File: src/rtl/lpc_rd_pkg.sv
package lpc_rd_pkg;
  localparam int NIB_W = 4;

  typedef enum logic [3:0] {
    ST_IDLE, ST_TYPE, ST_ADDR, ST_HTA, ST_WAIT,
    ST_RDY, ST_DLO, ST_DHI, ST_TTA, ST_DROP
  } rd_state_e;

  localparam logic [NIB_W-1:0] NIB_START = 4'b0000;
  localparam logic [NIB_W-1:0] NIB_WAIT  = 4'b0101;
  localparam logic [NIB_W-1:0] NIB_READY = 4'b0000;
  localparam logic [NIB_W-1:0] NIB_ONES  = 4'b1111;
  localparam logic [2:0]       TYPE_MRD  = 3'b010;
endpackage

File: src/rtl/lpc_addr_shift.sv
module lpc_addr_shift #(
  parameter int NIB_W     = 4,
  parameter int ADDR_NIBS = 8,
  parameter int DEC_W     = 24
) (
  input  logic             clk,
  input  logic             rst,
  input  logic             clr,
  input  logic             shift,
  input  logic [NIB_W-1:0] nib,
  output logic [DEC_W-1:0] addr_q,
  output logic [DEC_W-1:0] addr_nx,
  output logic             last
);
  localparam int CW = $clog2(ADDR_NIBS + 1);
  logic [CW-1:0] cnt_q;

  // upper address nibbles fall off the top of the shift register
  assign addr_nx = {addr_q[DEC_W-NIB_W-1:0], nib};
  assign last    = shift && (cnt_q == CW'(ADDR_NIBS - 1));

  always_ff @(posedge clk) begin
    if (rst) begin
      addr_q <= '0;
      cnt_q  <= '0;
    end else begin
      if (shift) addr_q <= addr_nx;
      if (clr)        cnt_q <= '0;
      else if (shift) cnt_q <= cnt_q + 1'b1;
    end
  end
endmodule

File: src/rtl/lpc_rd_fsm.sv
module lpc_rd_fsm
  import lpc_rd_pkg::*;
#(
  parameter int DEC_W   = 24,
  parameter int SEL_W   = 4,
  parameter int SEL_LSB = 19,
  parameter int HT_CLKS = 2,
  parameter int DATA_W  = 8
) (
  input  logic              clk,
  input  logic              rst,
  input  logic              strobe_n,
  input  logic [NIB_W-1:0]  bus_in,
  input  logic [SEL_W-1:0]  sel_strap,
  input  logic              addr_last,
  input  logic [DEC_W-1:0]  addr_nx,
  input  logic              rd_valid,
  input  logic [DATA_W-1:0] rd_data,
  output rd_state_e         state_q,
  output rd_state_e         state_d,
  output logic [DATA_W-1:0] dat_d,
  output logic              rd_req,
  output logic              shift_en,
  output logic              addr_clr
);
  localparam int HCW = $clog2(HT_CLKS + 1);

  logic [HCW-1:0]    ht_cnt;
  logic              ht_done, sel_ok, pend_q, have_q, have_d, take;
  logic [DATA_W-1:0] dat_q;

  assign shift_en = strobe_n && (state_q == ST_ADDR);
  assign addr_clr = (state_q != ST_ADDR) || !strobe_n;
  assign sel_ok   = (addr_nx[SEL_LSB +: SEL_W] == ~sel_strap);
  assign ht_done  = (ht_cnt == HCW'(HT_CLKS - 1));
  assign take     = pend_q && rd_valid;
  assign have_d   = have_q || take;
  assign dat_d    = take ? rd_data : dat_q;

  always_comb begin
    state_d = state_q;
    if (!strobe_n) begin
      state_d = (bus_in == NIB_START) ? ST_TYPE : ST_IDLE;
    end else begin
      unique case (state_q)
        ST_TYPE: state_d = (bus_in[3:1] == TYPE_MRD) ? ST_ADDR : ST_DROP;
        ST_ADDR: if (addr_last) state_d = sel_ok ? ST_HTA : ST_DROP;
        ST_HTA:  if (ht_done) state_d = have_d ? ST_RDY : ST_WAIT;
        ST_WAIT: if (have_d) state_d = ST_RDY;
        ST_RDY:  state_d = ST_DLO;
        ST_DLO:  state_d = ST_DHI;
        ST_DHI:  state_d = ST_TTA;
        ST_TTA:  state_d = ST_IDLE;
        default: state_d = state_q;
      endcase
    end
  end

  always_ff @(posedge clk) begin
    if (rst) begin
      state_q <= ST_IDLE;
      ht_cnt  <= '0;
      rd_req  <= 1'b0;
      pend_q  <= 1'b0;
      have_q  <= 1'b0;
      dat_q   <= '0;
    end else begin
      state_q <= state_d;
      ht_cnt  <= (state_q == ST_HTA && strobe_n) ? ht_cnt + 1'b1 : '0;
      rd_req  <= addr_last && sel_ok;
      if (!strobe_n)              pend_q <= 1'b0;
      else if (addr_last && sel_ok) pend_q <= 1'b1;
      else if (rd_valid)          pend_q <= 1'b0;
      have_q  <= (!strobe_n || state_d == ST_IDLE) ? 1'b0 : have_d;
      dat_q   <= dat_d;
    end
  end

  assert_req_once_R6: assert property (@(posedge clk) disable iff (rst)
    rd_req |=> !rd_req);
  assert_tta_to_idle_R9: assert property (@(posedge clk) disable iff (rst)
    (state_q == ST_TTA && strobe_n) |=> (state_q == ST_IDLE));
endmodule

File: src/rtl/lpc_bus_drive.sv
module lpc_bus_drive
  import lpc_rd_pkg::*;
#(
  parameter int DATA_W = 8
) (
  input  logic              clk,
  input  logic              rst,
  input  rd_state_e         state_d,
  input  logic [DATA_W-1:0] dat_d,
  output logic [NIB_W-1:0]  bus_out,
  output logic              bus_oe
);
  always_ff @(posedge clk) begin
    if (rst) begin
      bus_out <= NIB_ONES;
      bus_oe  <= 1'b0;
    end else begin
      bus_oe <= 1'b1;
      unique case (state_d)
        ST_WAIT: bus_out <= NIB_WAIT;
        ST_RDY:  bus_out <= NIB_READY;
        ST_DLO:  bus_out <= dat_d[NIB_W-1:0];
        ST_DHI:  bus_out <= dat_d[2*NIB_W-1:NIB_W];
        ST_TTA:  bus_out <= NIB_ONES;
        default: begin
          bus_out <= NIB_ONES;
          bus_oe  <= 1'b0;
        end
      endcase
    end
  end
endmodule

File: src/rtl/lpc_mem_rd_target.sv
module lpc_mem_rd_target
  import lpc_rd_pkg::*;
#(
  parameter int ADDR_NIBS = 8,
  parameter int DEC_W     = 24,
  parameter int SEL_W     = 4,
  parameter int SEL_LSB   = 19,
  parameter int SPACE_BIT = 23,
  parameter int HT_CLKS   = 2,
  parameter int DATA_W    = 8
) (
  input  logic              clk,
  input  logic              rst,
  input  logic              strobe_n,
  input  logic [3:0]        bus_in,
  output logic [3:0]        bus_out,
  output logic              bus_oe,
  input  logic [SEL_W-1:0]  sel_strap,
  output logic              rd_req,
  output logic [DEC_W-1:0]  rd_addr,
  output logic              rd_array,
  input  logic              rd_valid,
  input  logic [DATA_W-1:0] rd_data
);
  rd_state_e         state_q, state_d;
  logic [DATA_W-1:0] dat_d;
  logic [DEC_W-1:0]  addr_nx;
  logic              addr_last, shift_en, addr_clr;

  lpc_addr_shift #(.NIB_W(NIB_W), .ADDR_NIBS(ADDR_NIBS), .DEC_W(DEC_W)) u_addr (
    .clk(clk), .rst(rst), .clr(addr_clr), .shift(shift_en), .nib(bus_in),
    .addr_q(rd_addr), .addr_nx(addr_nx), .last(addr_last)
  );

  lpc_rd_fsm #(.DEC_W(DEC_W), .SEL_W(SEL_W), .SEL_LSB(SEL_LSB),
               .HT_CLKS(HT_CLKS), .DATA_W(DATA_W)) u_fsm (
    .clk(clk), .rst(rst), .strobe_n(strobe_n), .bus_in(bus_in),
    .sel_strap(sel_strap), .addr_last(addr_last), .addr_nx(addr_nx),
    .rd_valid(rd_valid), .rd_data(rd_data), .state_q(state_q),
    .state_d(state_d), .dat_d(dat_d), .rd_req(rd_req),
    .shift_en(shift_en), .addr_clr(addr_clr)
  );

  lpc_bus_drive #(.DATA_W(DATA_W)) u_drv (
    .clk(clk), .rst(rst), .state_d(state_d), .dat_d(dat_d),
    .bus_out(bus_out), .bus_oe(bus_oe)
  );

  assign rd_array = rd_addr[SPACE_BIT];

  assert_abort_release_R10: assert property (@(posedge clk) disable iff (rst)
    !strobe_n |=> !bus_oe);
  assert_req_sel_R5: assert property (@(posedge clk) disable iff (rst)
    rd_req |-> (rd_addr[SEL_LSB +: SEL_W] == ~sel_strap));
  assert_ready_holds_R7: assert property (@(posedge clk) disable iff (rst)
    (bus_oe && bus_out == NIB_READY && strobe_n) |=> bus_oe);
endmodule

File: config.mk
export PLATFORM = sky130hd
export DESIGN_NAME = lpc_mem_rd_target
export DESIGN_NICKNAME = d
export VERILOG_FILES = /design/src/rtl/lpc_rd_pkg.sv /design/src/rtl/lpc_addr_shift.sv /design/src/rtl/lpc_rd_fsm.sv /design/src/rtl/lpc_bus_drive.sv /design/src/rtl/lpc_mem_rd_target.sv
export SDC_FILE = /design/constraint.sdc
export NUM_CORES = 1
export LEC_CHECK = 0
export ABC_AREA = 1
export BUFFER_PORTS_ARGS = -buffer_cell sky130_fd_sc_hd__buf_2
export CAP_MARGIN = 0
export CORE_UTILIZATION = 45
export CTS_CLUSTER_SIZE = 24
export DETAILED_ROUTE_END_ITERATION = 7
export PLACE_DENSITY_LB_ADDON = 0.3
export SETUP_SLACK_MARGIN = 0.15
export SYNTH_ARGS = -nofsm -noshare
export SYNTH_HDL_FRONTEND = slang
export SYNTH_HIERARCHICAL = 1
export SYNTH_SLANG_ARGS = --single-unit
export TNS_END_PERCENT = 10
File: constraint.sdc
create_clock -name clk -period 2.2 [get_ports clk]
set_clock_uncertainty 0.15 [all_clocks]
set_input_delay 0.11 -clock clk [delete_from_list [all_inputs] [get_ports clk]]
set_output_delay 0.11 -clock clk [all_outputs]
set_load 0.005 [all_outputs]
# Yosys cells after proc, flatten, opt, wreduce, memory -nomap -nowiden

Cells that the tools add are included.

Input port bits: 20
Register bits: 50
Logic and storage cells: 64

Add/sub/neg operators: 2
Eq/ne operators: 18
Reduce and logical (&&, ||, !) cells: 17
Multiplexer cells: 14
Bitwise logic cells: 3

Operator list:

| kind                                                                     | count |
|---|---|
| 4-bit by 3-bit == test with 1-bit output (second input constant)         | 9 |
| 4-bit one-hot mux with 8 select lines                                    | 1 |
| 4-bit two-way mux                                                        | 6 |
| 4-bit one-hot mux with 4 select lines                                    | 1 |
| 4-bit by 2-bit == test with 1-bit output (second input constant)         | 2 |
| 4-bit == test (second input constant)                                    | 2 |
| 4-bit logical NOT                                                        | 2 |
| 8-bit two-way mux                                                        | 1 |
| 2-bit OR reduction                                                       | 4 |
| 1-bit logical AND                                                        | 5 |
| 1-bit two-way mux                                                        | 5 |
| 5-bit OR reduction                                                       | 1 |
| 4-bit by 1-bit adder with 4-bit output (second input constant)           | 1 |
| 4-bit by 1-bit == test with 1-bit output (second input constant)         | 1 |
| 4-bit == test                                                            | 1 |
| 4-bit by 2-bit inequality test with 1-bit output (second input constant) | 1 |
| 4-bit inverter                                                           | 1 |
| 3-bit by 2-bit == test with 1-bit output (second input constant)         | 1 |
| 1-bit logical OR                                                         | 3 |
| 2-bit by 1-bit adder with 2-bit output (second input constant)           | 1 |
| 2-bit by 1-bit == test with 1-bit output (second input constant)         | 1 |
| 1-bit inverter                                                           | 2 |
| 2-bit nonzero test                                                       | 1 |
| 1-bit logical NOT                                                        | 1 |

# Longest topological paths before layout

Gate-level depths: netlist of the first run.

Word-level depth: 9
Mapped depth: 17

# Cells and area by module

The synthesis of the first run kept the hierarchy.

By module, submodules not included:

| module            | area an instance (µm²) | cells an instance | sequential area each (µm²) | times used |
|---|---|---|---|---|
| lpc_addr_shift    | 1181.1                 | 152               | 560.5                      | 1 |
| lpc_rd_fsm        | 1007.2                 | 175               | 340.3                      | 1 |
| lpc_bus_drive     | 227.7                  | 30                | 100.1                      | 1 |
| lpc_mem_rd_target | 7.5                    | 1                 | 0.0                        | 1 |

# Least setup slack after synthesis of the first run

OpenSTA, ideal clock, no wires.

Kind: reg2reg
From: register u_fsm.state_q[1]
To: register u_drv.bus_out[0]
Data required time: 1.929 ns
Path slack: 0.019 ns
Arrival time: 1.910 ns
Stages on the path, launching flop included: 17
Clock period less this slack: 2.181 ns
Setup time: 0.121 ns
Path buffers: 1
Path through: dfxtp_1 inv_2 nor2_1 nand2_1 nor2_1 buf_6 nand3_1 nor2_1 nand3_1 nand2_1 nor2_2 nand2_1 a21oi_2 inv_1 nor2_1 nor2_2 nand3_1

Cells in the longest elaborated chain, start to end: 8

Ends and longest elaborated chain:

| what                                       | RTL line                | source |
|---|---|---|
| from (decl)                                | lpc_rd_fsm.sv:19        | `output rd_state_e state_q,` |
| from (signal assigned)                     | lpc_rd_fsm.sv:68        | `state_q <= state_d;` |
| 4-bit by 2-bit == test with 1-bit output * | lpc_rd_fsm.sv:32        | `assign shift_en = strobe_n && (state_q == ST_ADDR);` |
| 1-bit logical AND *                        | lpc_rd_fsm.sv:32        |  |
| named net shift_en                         | lpc_mem_rd_target.sv:28 | `logic addr_last, shift_en, addr_clr;` |
| 1-bit logical AND *                        | lpc_addr_shift.sv:20    | `assign last = shift && (cnt_q == CW'(ADDR_NIBS - 1));` |
| named net addr_last                        | lpc_mem_rd_target.sv:28 |  |
| 4-bit two-way mux *                        | lpc_rd_fsm.sv:47        | `ST_ADDR: if (addr_last) state_d = sel_ok ? ST_HTA : ST_DROP;` |
| 4-bit one-hot mux with 8 select lines *    | lpc_rd_fsm.sv:45        | `unique case (state_q)` |
| 4-bit two-way mux *                        | lpc_rd_fsm.sv:42        | `if (!strobe_n) begin` |
| named net state_d[0]                       | lpc_mem_rd_target.sv:25 | `rd_state_e state_q, state_d;` |
| 4-bit by 3-bit == test with 1-bit output   | lpc_bus_drive.sv:19     | `unique case (state_d)` |
| 4-bit one-hot mux with 4 select lines *    | lpc_bus_drive.sv:19     |  |
| to (signal assigned)                       | lpc_bus_drive.sv:22     | `ST_DLO: bus_out <= dat_d[NIB_W-1:0];` |
| to (signal assigned)                       | lpc_bus_drive.sv:23     | `ST_DHI: bus_out <= dat_d[2*NIB_W-1:NIB_W];` |
| to (decl)                                  | lpc_bus_drive.sv:10     | `output logic [NIB_W-1:0] bus_out,` |

The timed path passes the listed nets; every way through them passes the cells marked *.
A chain may end at the register's enable or synchronous reset.

# Final worst setup path of the first run

From: register u_fsm.state_q[2]
To: register u_drv.bus_out[2]

Same word-level chain as after synthesis.

==> impl_metrics.yaml, run 1 <==
drt:
  drt-initial-drc-count: 110
  final_antenna_net_count: 0
  firstDrtPassIters: 4
  wire_per_inst_um: 10.3
  viasPerCell: 4.63
  via_count: 2172
  finalWirelength_um: 4810
  drc: 0
layout:
  syn_to_final_growth_pct: 18.8
  layout_commonest_cell: "nor2_1"
  final_cell_mix: "nor2_1 (80), nand2_1 (56), buf_2 (50)"
  layout-drive-gt1-share: 0.228
  antennaDiodeCount: 0
  post-route-cell-area_mm2: 0.00284
  finalNetCount: 420
yosys:
  syn_area_mm2: 0.00239
  avgSynthCellArea_um2: 6.76
  yosysWarnings: 6
  mappedNetlistNets: 376
  synthCells: 354
status:
  status: "complete, no violations"
pwr:
  power.switching_mw: 1.09
  intPower_mw: 1.79
  pwr-share-comb: 0.386
  sequentialPowerShare: 0.397
  ir_drop_mv: 0.503
  p_leak_nw: 1.54
  totalPowerFinal_mw: 2.87
  clockPowerShare: 0.217
  switching_share: 0.378
  p_per_area_mw_per_mm2: 1010
global_routing:
  grt.overflow.total: 0
  antenna_found_initial: 0
  grt_pass1_vias: 1931
  grt.total_usage: 0.185
  grt_max_degree: 32
  grt_pass1_wl_um: 7970
worst_setup_path:
  cp_slowest_cell: "dfxtp_1"
  cp.buffers_inverters: 2
  crit_type: "reg -> reg"
  crit_arrival_ns: 2.02
  crit_family: "simple AND/OR/NAND/NOR gates"
  cp-end-kind: "flop"
  crit_path_start_kind: "flop"
  crit_path_cell_trace: "nor2_4, nand2_2, nor2_4, nand3_2, nor2_4, nand3_2, nand2_1, nor2_2, nand2_1, a21oi_2, inv_2, nand2_1, inv_2, nand3_1, nand3_1"
  slowest_delay_ns: 0.35
  required_ns: 2.29
  path_max_fanout: 4
placed_design:
  gp_congestion: 0.805
  place_area_mm2: 0.00254
  dp_hpwl_um: 3250
  portBuffers: 50
cts:
  numCtsBuffers: 5
  cts-root-buf: "clkbuf_8"
  clk_pin_slew_ns: 0.08
  cts.sinks: 50
  cts_tree: "built"
  cts_max_path_buffers: 2
  htree_levels: 2
  worstSkewPairLatency_ns: 0.29
sta:
  setup_viol: 0
  hold_viol_final: 0
  whs_ns: 0.0351
  setup_tns_ns: 0
  maxSlewViolCount: 0
  max_slew_margin: 0.619
  fmax_ghz: 0.517
  rsz0062_at_grt: "true"
  period_share: 0.879
  tightest_slew_ns: 0.571
  fin_crit_ns: 1.93
die:
  rows: 26
  start_util: 0.469
  die-area_mm2: 0.00561
  fp.dieW_um: 74.9
  io_pins: 51
  core_mm2: 0.00511
  die_h_um: 74.9
worst_hold_path:
  min_path_type: "in -> reg"
flow_run:
  cap_violations: 0
## what timing repair did
action | CTS | global route
hold endpoints to repair | 14 | 0
setup endpoints to repair | 4 | 5
buffers inserted | 0 | 2
hold buffers | 14 | 0
pin swaps | 0 | 1
resized for setup | 1 | 12
## worst paths after layout
path,startpoint,to,slack (ns),depth (start not counted)
setup / recovery,u_fsm/state_q[2],u_drv/bus_out[2],0.27,15
setup reg to reg,u_fsm/state_q[2],u_drv/bus_out[2],0.27,15
hold / removal,rst,u_fsm/state_q[0],0.04,2
hold reg to reg,u_fsm/ht_cnt[0],u_fsm/ht_cnt[0],0.28,1
## state kept, by name, indices dropped and copies added, names as in the netlist, 2 cells and up
register,count
u_drv/bus_out,4
u_fsm/state_q,4
u_fsm/ht_cnt,2
u_addr/addr_q,24
u_fsm/dat_q,8
u_addr/cnt_q,4
## final cells by class
type / instances / area, um^2
clock inverters: 1 / 30.0
multi-input cells: 222 / 1040
flip-flops and latches: 50 / 1010
repair buffers: 67 / 413
inverters: 52 / 195
fillers: 500 / 2260
well taps: 70 / 87.6
clock buffers: 7 / 76.3
## layer usage
layer,part of all wire,global-route usage,vias to the layer above
li1,-,-,1148
met3,0.038,0.0361,9
met2,0.48,0.330,51
met5,0,0,-
met1,0.46,0.221,964
met4,0.017,0.0671,0
## per-stage QoR
stage | std cells | setup WS, ns | util
2_1_floorplan | 354 | 0.186 | -
3_3_place_gp | 445 | 0.197 | 0.498
3_5_place_dp | 445 | 0.142 | 0.498
4_1_cts | 467 | 0.126 | 0.547
5_1_grt | 469 | 0.138 | 0.557
6_report | 469 | 0.266 | 0.557
## power groups by stage
stage	Clock [mW]	Sequential, mW	Combinational, mW
2_1_floorplan	0	1.14	0.870
3_3_place_gp	0	1.15	1.01
3_5_place_dp	0	1.15	1.02
4_1_cts	0.649	1.14	1.06
5_1_grt	0.684	1.16	1.26
6_report	0.624	1.14	1.11
Note: power is estimated with default switching activity, not from simulation.
==> run 2: changes to the inputs <==
==> constraint.sdc (replaced) <==
create_clock -name clk -period 2.37 [get_ports clk]
set_clock_uncertainty 0.15 [all_clocks]
set_input_delay 0.1185 -clock clk [delete_from_list [all_inputs] [get_ports clk]]
set_output_delay 0.1185 -clock clk [all_outputs]
set_load 0.005 [all_outputs]
==> run 2 against run 1 <==
  * Sequential power decreased by 8%
  * Cell count decreased by 0.21%
  * Fmax decreased by 4.5%
  * Clock power decreased by 18%
  * Global-route usage decreased by 0.73 points
  * Cell area decreased by 2.1%
  * Highest routed layer unchanged
  * Utilization decreased by 1.2 points
  * Non-clock buffer count decreased by 1
  * Register-to-register slack improved by 0.08 ns
  * Critical path depth increased by 1
  * Wire length decreased by 3.2%
==> impl_metrics.yaml, run 2 (synthesis gave the netlist of run 1 again) <==
sta:
  fin_crit_ns: 2.03
  rsz0062_at_grt: "false"
  tightest_slew_ns: 0.564
  setup_viol: 0
  max_slew_margin: 0.624
  setup_tns_ns: 0
  period_share: 0.854
  hold_viol_final: 0
  fmax_ghz: 0.494
  maxSlewViolCount: 0
worst_setup_path:
  path_max_fanout: 5
  crit_type: "reg -> reg"
  required_ns: 2.47
  crit_arrival_ns: 2.12
  crit_path_start_kind: "flop"
  cp-end-kind: "flop"
layout:
  layout-drive-gt1-share: 0.214
  largest_reg_flops: 24
  finalNetCount: 419
  syn_to_final_growth_pct: 16.3
  final_cell_mix: "nor2_1 (82), nand2_1 (57), buf_2 (50)"
  reg.largest.list: "u_addr/addr_q: 24 flops, u_fsm/dat_q: 8 flops"
  post-route-cell-area_mm2: 0.00278
  antennaDiodeCount: 0
  postLayoutCoreUtil: 0.545
  layout_commonest_cell: "nor2_1"
  top_register: "u_addr/addr_q"
pwr:
  sequentialPowerShare: 0.410
  p_leak_nw: 1.52
  p_per_area_mw_per_mm2: 918
  ir_drop_mv: 0.457
  power.switching_mw: 0.989
  switching_share: 0.387
  pwr-share-comb: 0.389
  clockPowerShare: 0.201
  intPower_mw: 1.57
placed_design:
  gp_congestion: 0.846
  place_area_mm2: 0.00254
  dp_hpwl_um: 3200
  portBuffers: 50
global_routing:
  grt_pass1_vias: 1832
  top_usage_layer: "met2"
  met2_usage: 0.334
  grt_pass1_wl_um: 7660
  met3_usage: 0.0428
  grt.total_usage: 0.178
  grt_max_degree: 32
  antenna_found_initial: 0
  grt.overflow.total: 0
  use_met1: 0.199
worst_hold_path:
  min_path_type: "in -> reg"
cts:
  htree_levels: 2
  cts_tree: "built"
  cts_max_path_buffers: 2
  cts-root-buf: "clkbuf_8"
  post-cts-setup-buffers: 0
  numCtsBuffers: 5
  clk_pin_slew_ns: 0.09
  worstSkewPairLatency_ns: 0.30
  cts.sinks: 50
die:
  start_util: 0.469
  core_mm2: 0.00511
  die_h_um: 74.9
  fp.dieW_um: 74.9
  rows: 26
  die-area_mm2: 0.00561
  io_pins: 51
drt:
  viasPerCell: 4.50
  firstDrtPassIters: 4
  drt-initial-drc-count: 110
  final_antenna_net_count: 0
  finalWirelength_um: 4660
  wire_per_inst_um: 9.96
  drc: 0
  via_count: 2107
flow_run:
  cap_violations: 0
status:
  status: "complete, no violations"
run 2: cell types whose count changed in the layout (fill, tap and decap cells not counted), sizes merged:
cell      delta
buf          -1
clkinv       +1
bufinv       -1
clkbuf       -1
clkinvlp     +1
run 2: final cells by class:
type                            count  area (um^2)
Tap cell                           70         87.6
Multi-Input combinational cell    222          998
Fill cell                         499         2320
Sequential cell                    50         1000
Clock inverter                      2         12.5
Clock buffer                        6         82.6
Timing Repair Buffer               66          405
Inverter                           52          195
run 2: power groups by stage:
stage	combinational (mW)	clock [mW]	sequential (mW)
4_1_cts	0.984	0.538	1.05
5_1_grt	1.16	0.566	1.06
3_5_place_dp	0.964	0	1.07
3_3_place_gp	0.951	0	1.07
6_report	0.994	0.514	1.05
2_1_floorplan	0.802	0	1.05
run 2: per-stage QoR:
step	hold slack [ns]	power, mW	std cells	setup WS (ns)
global route	0.0510	2.79	468	0.122
global placement	0.210	2.02	446	0.337
detailed placement	0.220	2.03	446	0.265
floorplan	0.0409	1.85	354	0.189
finish	0.0362	2.56	468	0.345
CTS	0.0370	2.57	468	0.245
run 2: worst max-delay path, stage by stage (launching register included):
cell and delay [ns]:
dfxtp_2 0.38, inv_2 0.05, nor2_1 0.12, nand2_1 0.09, nor2_2 0.10, nand3_1 0.11
nor2_2 0.14, nand3_1 0.12, nand2_1 0.10, nor2_2 0.03, nand2_1 0.06, a21oi_2 0.06
inv_1 0.13, nand2_1 0.08, inv_2 0.07, nand3_1 0.08, nand3_1 0.09
run 2: routing by layer:
metal / vias up / wire length (um)
li1: 1141 / -
met1: 917 / 2210
met2: 42 / 2200
met3: 7 / 194
met4: 0 / 57
met5: - / 0
run 2: what timing repair did:
item | 4_1_cts | 5_1_grt
hold buffers | 14 | 0
gates resized for setup | 0 | 5
endpoints found under the hold margin | 14 | 0
setup endpoints to repair | 0 | 5
run 2: worst paths after layout:
path,slack [ns],cells past startpoint,from,to
max,0.34,16,u_fsm/state_q[1],u_drv/bus_out[2]
min,0.04,2,rst,u_fsm/dat_q[0]
max reg2reg,0.34,16,u_fsm/state_q[1],u_drv/bus_out[2]
min reg2reg,0.27,1,u_fsm/ht_cnt[0],u_fsm/ht_cnt[0]
==> run 3: changes to the inputs <==
--- a/config.mk
+++ b/config.mk
@@ -5,14 +5,15 @@
 export SDC_FILE = /design/constraint.sdc
 export NUM_CORES = 1
 export LEC_CHECK = 0
-export ABC_AREA = 1
 export BUFFER_PORTS_ARGS = -buffer_cell sky130_fd_sc_hd__buf_2
 export CAP_MARGIN = 0
 export CORE_UTILIZATION = 45
 export CTS_CLUSTER_SIZE = 24
 export DETAILED_ROUTE_END_ITERATION = 7
 export PLACE_DENSITY_LB_ADDON = 0.3
+export RECOVER_POWER = 100
 export SETUP_SLACK_MARGIN = 0.15
+export SLEW_MARGIN = 20
 export SYNTH_ARGS = -nofsm -noshare
 export SYNTH_HDL_FRONTEND = slang
 export SYNTH_HIERARCHICAL = 1
==> run 3 against run 2 <==
  * Critical path depth decreased by 4
  * Non-clock buffer count increased by 17
  * Synthesized cell count decreased by 31%
  * Via count decreased by 12%
  * First-iteration DRC count decreased by 1.8%
  * Wire length increased by 3.4%
  * Sequential power decreased by 20%
  * Power decreased by 41%
==> impl_metrics.yaml, run 3 <==
status:
  status: "complete, no violations"
flow_run:
  cap_violations: 0
worst_setup_path:
  cp-end-kind: "flop"
  cp_slowest_cell: "dfxtp_2"
  crit_path_start_kind: "flop"
  reg2reg_setup_slack_ns: 0.08
  crit_arrival_ns: 2.38
  required_ns: 2.45
  path_common_cell: "buf_4"
  crit_type: "reg -> reg"
  slowest_delay_ns: 0.34
  path_max_fanout: 11
  crit_path_cell_trace: "buf_4, nor2b_1, a221o_1, nand3b_1, nand2_1, buf_4, buf_4, buf_4, buf_4, buf_4, buf_4, nor2_2"
cts:
  clk_pin_slew_ns: 0.09
  htree_levels: 2
  cts_max_path_buffers: 2
  cts_tree: "built"
  numCtsBuffers: 5
  cts-root-buf: "clkbuf_8"
  worstSkewPairLatency_ns: 0.30
  cts.sinks: 50
drt:
  finalWirelength_um: 4820
  via_count: 1850
  wire_per_inst_um: 13.1
  final_antenna_net_count: 0
  drc: 0
  wl_met3_um: 195
  dr_wl_met2_um: 2280
  highest_layer: "met4"
  firstDrtPassIters: 4
  drt-initial-drc-count: 108
  viasPerCell: 5.03
  met1Wirelength_um: 2210
layout:
  antennaDiodeCount: 0
  layout-drive-gt1-share: 0.365
  reg.largest.list: "u_addr/addr_q: 24 flops, u_fsm/dat_q: 8 flops"
  postLayoutCoreUtil: 0.596
  fillers: 450
  layout_commonest_cell: "dfxtp_1"
  largest_reg_flops: 24
  final_cell_mix: "dfxtp_1 (44), buf_2 (39), nor2_1 (33)"
  syn_to_final_growth_pct: 23.7
  top_register: "u_addr/addr_q"
  post-route-cell-area_mm2: 0.00291
  finalNetCount: 322
placed_design:
  pre_cts_ws_ns: 0.112
  portBuffers: 50
  dp_hpwl_um: 3120
  gp_congestion: 0.911
  place_area_mm2: 0.00255
yosys:
  yosysWarnings: 6
  mappedNetlistNets: 265
  avgSynthCellArea_um2: 9.67
  syn_area_mm2: 0.00235
  synthCells: 243
die:
  die-area_mm2: 0.00552
  io_pins: 51
  die_h_um: 74.3
  start_util: 0.482
  rows: 25
  core_mm2: 0.00488
  fp.dieW_um: 74.3
global_routing:
  grt.overflow.total: 0
  grt_pass1_vias: 1641
  grt.total_usage: 0.180
  antenna_found_initial: 0
  grt_max_degree: 43
  grt_pass1_wl_um: 7520
sta:
  rsz0062_at_grt: "true"
  hold_viol_final: 0
  period_share: 0.968
  setup_tns_ns: 0
  tightest_slew_ns: 0.771
  maxSlewViolCount: 0
  fin_crit_ns: 2.29
  setup_viol: 0
  max_slew_margin: 0.486
  setup_slack_ns: 0.0754
  fmax_ghz: 0.436
worst_hold_path:
  min_path_type: "in -> reg"
pwr:
  p_leak_nw: 1.17
  p_per_area_mw_per_mm2: 517
  ir_drop_mv: 0.303
[run 3: repair_timing]
action / CTS / global route
pin swaps: 7 / 14
gates resized for setup: 4 / 20
endpoints found under the setup margin: 1 / 6
buffers inserted: 8 / 8
endpoints found under the hold margin: 5 / 0
hold buffers: 5 / 0
cloned: 0 / 0
[run 3: area by class of cell]
cell class	instances	area, um^2	share of cell area
multi-input combinational	154	1160	0.400
sequential	50	1010	0.349
timing repair buffer	83	512	0.176
tap	67	83.8	0.0288
clock buffer	5	68.8	0.0237
clock inverter	3	43.8	0.0151
inverter	6	22.5	0.00775
[run 3: report_power, final]
| group | switching, mW | internal [mW] | leakage, nW |
|---|---|---|---|
| logic | 0.0342 | 0.0314 | 0.708 |
| registers | 0.000531 | 0.838 | 0.406 |
| clock network | 0.283 | 0.316 | 0.0585 |
[run 3: final timing paths]
path | startpoint | end | depth (start not counted)
setup / recovery | u_fsm/state_q[0] | u_fsm/state_q[1] | 12
hold / removal | rd_data[4] | u_fsm/dat_q[4] | 3
setup reg to reg | u_fsm/state_q[0] | u_fsm/state_q[1] | 12
hold reg to reg | u_fsm/ht_cnt[0] | u_fsm/ht_cnt[0] | 1
[run 3: through the flow]
step | power (mW) | std cells | hold slack, ns
6_report | 1.50 | 368 | 0.0228
5_1_grt | 1.58 | 368 | 0.0266
4_1_cts | 1.52 | 360 | 0.0137
3_5_place_dp | 0.915 | 339 | 0.253
3_3_place_gp | 0.915 | 339 | 0.240
2_1_floorplan | 0.886 | 243 | 0.0376
[run 3: critical path, delay by kind of cell (launching register included)]
kind	cells	cell delay (ns)
flops	1	0.34
simple gates	4	0.46
buf+inv	7	0.94
compound gates	1	0.34
[run 3: routing by layer]
metal  GRT usage  up-vias
li1            -      919
met1       0.239      877
met2       0.274       40
met3      0.0501       14
met4      0.0797        0
met5           0        -
